<file path="src/rtl/csd_pkg.sv">
package csd_pkg;
  typedef struct packed {
    logic neg;
    logic nz;
  } csd_digit_t;
endpackage

</file>
<file path="src/rtl/csd_digit_cell.sv">
module csd_digit_cell
  import csd_pkg::*;
(
  input  logic       q_lo,
  input  logic       q_hi,
  input  logic       carry_in,
  output csd_digit_t digit,
  output logic       carry_out
);
  logic odd_sum;
  logic full_sum;

  always_comb begin
    odd_sum   = q_lo ^ carry_in;
    full_sum  = q_lo & carry_in;
    digit.nz  = odd_sum;
    digit.neg = odd_sum & q_hi;
    carry_out = full_sum | (odd_sum & q_hi);
  end
endmodule

</file>
<file path="src/rtl/csd_operand_path.sv">
module csd_operand_path #(
  parameter int WIDTH = 16
) (
  input  logic             clk,
  input  logic             rst_n,
  input  logic             capture,
  input  logic             launch,
  input  logic             advance,
  input  logic [WIDTH-1:0] operand,
  output logic             q_lo,
  output logic             q_hi
);
  localparam int WORK_W = WIDTH + 2;

  logic [WIDTH-1:0]  held_q;
  logic [WORK_W-1:0] work_q;
  logic [WIDTH-1:0]  launch_val;

  always_comb launch_val = capture ? operand : held_q;

  always_ff @(posedge clk) begin
    if (!rst_n) begin
      held_q <= '0;
      work_q <= '0;
    end else begin
      if (capture) held_q <= operand;
      if (launch)       work_q <= {2'b00, launch_val};
      else if (advance) work_q <= work_q >> 1;
    end
  end

  always_comb begin
    q_lo = work_q[0];
    q_hi = work_q[1];
  end
endmodule

</file>
<file path="src/rtl/csd_sequencer.sv">
module csd_sequencer #(
  parameter int WIDTH = 16
) (
  input  logic clk,
  input  logic rst_n,
  input  logic load,
  input  logic start,
  input  logic xfer,
  output logic capture,
  output logic launch,
  output logic busy,
  output logic done,
  output logic last
);
  localparam int NDIG  = WIDTH + 1;
  localparam int CNT_W = $clog2(NDIG + 1);
  localparam logic [CNT_W-1:0] LAST_IDX = CNT_W'(NDIG - 1);

  logic [CNT_W-1:0] idx_q;
  logic             busy_q;
  logic             done_q;

  always_comb begin
    capture = load & ~busy_q;
    launch  = start & ~busy_q;
    last    = busy_q & (idx_q == LAST_IDX);
    busy    = busy_q;
    done    = done_q;
  end

  always_ff @(posedge clk) begin
    if (!rst_n) begin
      idx_q  <= '0;
      busy_q <= 1'b0;
      done_q <= 1'b0;
    end else begin
      if (launch) begin
        idx_q  <= '0;
        busy_q <= 1'b1;
        done_q <= 1'b0;
      end else if (xfer) begin
        idx_q <= idx_q + 1'b1;
        if (last) begin
          busy_q <= 1'b0;
          done_q <= 1'b1;
        end
      end else if (capture) begin
        done_q <= 1'b0;
      end
    end
  end

  p_start_enters_busy_r3: assert property (@(posedge clk) disable iff (!rst_n)
    (start && !busy) |=> (busy && !done && idx_q == '0));

  p_done_after_last_r6: assert property (@(posedge clk) disable iff (!rst_n)
    (xfer && last) |=> (done && !busy));

  p_busy_ignores_start_r3: assert property (@(posedge clk) disable iff (!rst_n)
    (busy && start && !xfer) |=> (busy && $stable(idx_q)));
endmodule

</file>
<file path="src/rtl/csd_recoder.sv">
module csd_recoder
  import csd_pkg::*;
#(
  parameter int WIDTH = 16
) (
  input  logic             clk,
  input  logic             rst_n,
  input  logic             load_i,
  input  logic [WIDTH-1:0] operand_i,
  input  logic             start_i,
  output logic             dig_valid_o,
  input  logic             dig_ready_i,
  output logic             dig_neg_o,
  output logic             dig_nz_o,
  output logic             dig_skip_o,
  output logic             dig_last_o,
  output logic             busy_o,
  output logic             done_o
);
  logic       capture, launch, busy, done, last, xfer;
  logic       q_lo, q_hi;
  logic       carry_q, carry_nxt;
  csd_digit_t digit;

  csd_sequencer #(.WIDTH(WIDTH)) u_seq (
    .clk(clk), .rst_n(rst_n), .load(load_i), .start(start_i), .xfer(xfer),
    .capture(capture), .launch(launch), .busy(busy), .done(done), .last(last)
  );

  csd_operand_path #(.WIDTH(WIDTH)) u_path (
    .clk(clk), .rst_n(rst_n), .capture(capture), .launch(launch),
    .advance(xfer), .operand(operand_i), .q_lo(q_lo), .q_hi(q_hi)
  );

  csd_digit_cell u_cell (
    .q_lo(q_lo), .q_hi(q_hi), .carry_in(carry_q),
    .digit(digit), .carry_out(carry_nxt)
  );

  always_comb begin
    xfer        = busy & dig_ready_i;
    dig_valid_o = busy;
    dig_neg_o   = busy & digit.neg;
    dig_nz_o    = busy & digit.nz;
    dig_skip_o  = busy & ~digit.nz;
    dig_last_o  = last;
    busy_o      = busy;
    done_o      = done;
  end

  always_ff @(posedge clk) begin
    if (!rst_n)      carry_q <= 1'b0;
    else if (launch) carry_q <= 1'b0;
    else if (xfer)   carry_q <= carry_nxt;
  end

  logic prev_nz_q;
  always_ff @(posedge clk) begin
    if (!rst_n)      prev_nz_q <= 1'b0;
    else if (launch) prev_nz_q <= 1'b0;
    else if (xfer)   prev_nz_q <= dig_nz_o;
  end

  p_no_adjacent_r5: assert property (@(posedge clk) disable iff (!rst_n)
    (xfer && prev_nz_q) |-> !dig_nz_o);

  p_stall_hold_r7: assert property (@(posedge clk) disable iff (!rst_n)
    (dig_valid_o && !dig_ready_i) |=>
      (dig_valid_o && $stable(dig_neg_o) && $stable(dig_nz_o) && $stable(dig_last_o)));

  p_carry_clear_end_r4: assert property (@(posedge clk) disable iff (!rst_n)
    (xfer && dig_last_o) |-> !carry_nxt);

  p_neg_implies_nz_r4: assert property (@(posedge clk) disable iff (!rst_n)
    dig_neg_o |-> dig_nz_o);
endmodule

</file>
<file path="config.mk">
export PLATFORM = sky130hd
export DESIGN_NAME = csd_recoder
export DESIGN_NICKNAME = d
export VERILOG_FILES = /design/src/rtl/csd_pkg.sv /design/src/rtl/csd_digit_cell.sv /design/src/rtl/csd_operand_path.sv /design/src/rtl/csd_sequencer.sv /design/src/rtl/csd_recoder.sv
export SDC_FILE = /design/constraint.sdc
export NUM_CORES = 1
export LEC_CHECK = 0
export BUFFER_PORTS_ARGS = -buffer_cell sky130_fd_sc_hd__buf_2
export CORE_MARGIN = 1.5
export CORE_UTILIZATION = 52
export CTS_BUF_LIST = sky130_fd_sc_hd__clkbuf_8
export CTS_CLUSTER_SIZE = 30
export DETAILED_ROUTE_END_ITERATION = 16
export GPL_TIMING_DRIVEN = 0
export MAX_ROUTING_LAYER = met4
export PLACE_DENSITY_LB_ADDON = 0.25
export SKIP_CTS_REPAIR_TIMING = 1
export SYNTH_ARGS = -nofsm -noshare
export SYNTH_HDL_FRONTEND = slang
export SYNTH_SLANG_ARGS = --single-unit
</file>
<file path="constraint.sdc">
create_clock -name clk -period 1.3 [get_ports clk]
set_input_delay 0.065 -clock clk [delete_from_list [all_inputs] [get_ports clk]]
set_output_delay 0.065 -clock clk [all_outputs]
set_load 0.01 [all_outputs]
</file>
==> metrics.log <==
[metrics] share of cells above drive strength 1: 0.295
[metrics] data required time of the worst path: 1.24 ns
[metrics] critical path startpoint: u_seq.idx_q[4]
[metrics] start of the worst register-to-register path: u_seq.busy
[metrics] number of buffers inserted during clock tree synthesis: 5
[metrics] number of detailed-route iterations in the first pass: 4
[metrics] run status: finished with violations
[metrics] clock tree from TritonCTS: done
[metrics] setup slack at placement: -0.0856 ns
[metrics] hold path startpoint: dig_ready_i
[metrics] critical path start-end classification: register to output pin
[metrics] final setup violating endpoints: 1
[metrics] leading cell type in the layout, fill and taps excluded: dfxtp_1
[metrics] drt initial violations: between 50 and 60
[metrics] mapped cell area: ~0.0018 mm^2
[metrics] cell accounting for the most synthesized area: dfxtp_1
[metrics] mean post-synth cell area: 9.08 um^2
[metrics] post-synthesis simple-gate area fraction: 0.178
[metrics] post-DR vias/cell: 5.60
[metrics] actual transition at the worst max-transition pin: a little under 0.4 ns
[metrics] setup repair after global routing missed its margin: yes
[metrics] DRC errors left: 0
[metrics] number of primary I/O pins: 28
[metrics] number of filler cells placed in the layout: 309
[metrics] top-area cell type share of the netlist area: 0.437
[metrics] maximum VDD drop: 0.000729 V
[metrics] path category of the worst min-delay check: input port to register
[metrics] core box area: 0.00336 mm^2
[metrics] Site Rows: 21
[metrics] clock edge transition at the registers on the reported setup and hold paths: 0.07 ns
[metrics] largest family of logic cells by synthesized area: simple AND/OR/NAND/NOR gates
[metrics] RePlAce Congestion: approximately 0.9
[metrics] total wirelength of the detailed-routed design: 4.03 mm
[metrics] parity-gate share of the synthesized area counting xor and xnor cells: 0.00955
[metrics] global-route wire length before repair: 6.73 mm
[metrics] most frequently used flop master after synthesis: dfxtp_1
[metrics] Setup crit end kind: output pin
[metrics] total routing usage reported by global routing: 0.227
[metrics] dominant cells by area after synthesis: dfxtp_1 (44%), nand2_1 (6.5%), mux2_2 (5.5%), mux2i_1 (5.5%), a21boi_0 (4.1%)
[metrics] Clock H-tree levels: 2
[metrics] Final WS setup: -0.0106 ns
[metrics] post-DR wirelength/cell: 14.3 um
[metrics] Setup crit start kind: register
[metrics] number of nets in the finished design: 260
[metrics] total power density per cell area: between 1000 and 1500 mW/mm^2
[metrics] Diodes inserted: 0
[metrics] ratio of final minimum period to clock period: 1.01
[metrics] maximum fanout along the worst path: 3
[metrics] Synth cell types: 35
[metrics] DP Wirelength: 2.69 mm
[metrics] total nets after synthesis: 226
[metrics] standby leakage power: 0.935 nW
[metrics] input/output buffers: 26
[metrics] maximum number of pins on one net before global-route repair: 13
[metrics] register-to-register path setup slack: 0.07 ns
[metrics] Starting Density: 0.545
[metrics] number of sinks on the clock net: 40
[metrics] clk_lat worst skew: 0.29 ns
[metrics] max-cap check violation count: 0
[metrics] cell count after synthesis: roughly 200
[metrics] die outline height: 62.4 um
[metrics] total power: roughly 2.7 mW
[metrics] commonest non-fill, non-tap cells in the layout: dfxtp_1 (33), nand2_1 (32), buf_2 (31), a21oi_1 (12), o21ai_0 (11)
[metrics] via count: ~1600
[metrics] crit path time final: 1.31 ns
[metrics] area share of fa/ha/maj cells after synthesis: 0.0205
[metrics] fraction of the mapped netlist area in compound gates: 0.177
[metrics] clk root buf: clkbuf_8
[metrics] via count of the first global-routing pass: 1448
[metrics] Final Max Slew Viols: 0
[metrics] Area growth syn-to-layout: 20.3%
[metrics] die area: 0.00389 mm^2
[metrics] CP arrival: approximately 1.3 ns
[metrics] multiplexer fraction of the synthesized cell area: 0.110
[metrics] horizontal die dimension: slightly above 60 um
[metrics] final global-route overflow total: 0
[metrics] antenna violations before repair: 0
[metrics] maximum clock skew at final layout: 0.00480 ns
[metrics] flip-flop and latch count after synthesis: 40
[metrics] ys async rst share: 0
[metrics] utilization after layout: 0.656
[metrics] proportion of synthesized chip area in sequential cells: 0.437
[metrics] Ys Warns: 0
[metrics] count of flip-flops with a built-in enable after synthesis: 0
[metrics] relative slew slack: 0.735
[metrics] clk buf depth: 2
[metrics] Hold Vio Cnt, Final: 0
[metrics] Achievable Freq: 763 MHz
[metrics] Detail Route Antenna Nets: 0
[metrics] violations in the final reports: negative setup slack
sequential cells by signal (all words and copies together) (netlist names):
register	cells
u_seq.idx_q	5
u_path.work_q	16
u_seq.done	1
u_path.held_q	16
carry_q	1
u_seq.busy	1
worst paths after layout:
path / to / depth (start not counted)
worst max-delay path: dig_last_o / 3
worst min-delay path: u_seq.busy / 2
worst max register to register: u_path.work_q[10] / 5
worst min register to register: u_path.held_q[14] / 2
where the power goes:
group | internal, mW | total, mW | switching, mW
combinational | 0.160 | 0.346 | 0.186
sequential | 1.30 | 1.33 | 0.0393
clock | 0.562 | 0.977 | 0.416
metrics by stage:
| step | area [um^2] | hold WS (ns) | TNS [ns] | cells |
|---|---|---|---|---|
| 3_5_place_dp | 2020 | 0.305 | -0.400 | 274 |
| 2_1_floorplan | 1840 | 0.148 | 0 | 202 |
| 4_1_cts | 2130 | -0.000832 | -0.816 | 282 |
| 3_3_place_gp | 2020 | 0.307 | -0.313 | 274 |
| 5_1_grt | 2210 | 0.00615 | -0.104 | 283 |
| 6_report | 2210 | 0.00527 | -0.0106 | 283 |
cell usage after synthesis (6+ instances only):
cell      instances
mux2_2            9
a21boi_0         10
inv_1             8
nand2_1          32
o221ai_1          6
mux2i_1          10
buf_2             6
dfxtp_1          40
a31oi_1           6
a21oi_1          12
o21ai_0          11
and4b_1           6
worst max-delay path, stage by stage (launching register included):
cell      delay (ns)
dfxtp_2         0.34
nor4bb_4        0.29
and2_4          0.19
buf_2           0.13
final cells by class:
class | count | area, um^2 | share of cell area
timing repair buffer | 27 | 135 | 0.0613
multi-input combinational | 137 | 950 | 0.431
clock buffer | 5 | 68.8 | 0.0312
sequential | 40 | 812 | 0.368
inverter | 8 | 30.0 | 0.0136
clock inverter | 3 | 38.8 | 0.0176
tap | 46 | 57.6 | 0.0261
buffer | 17 | 114 | 0.0516
cells by family after synthesis:
kind of cell	count (synthesis)
AOI/OAI and AO/OA	50
buffers and inverters	25
xor gates and xnor gates	2
muxes	19
and+or+nand+nor	63
DFF	40
adders and majority gates	3
metal layers:
| layer | track usage | wire, um | vias up |
|---|---|---|---|
| li1 | - | - | 786 |
| met1 | 0.284 | 1900 | 743 |
| met2 | 0.360 | 1840 | 48 |
| met3 | 0.0613 | 227 | 9 |
| met4 | 0.0722 | 75 | 0 |
| met5 | - | 0 | - |
(Power assumes the default switching activity.)
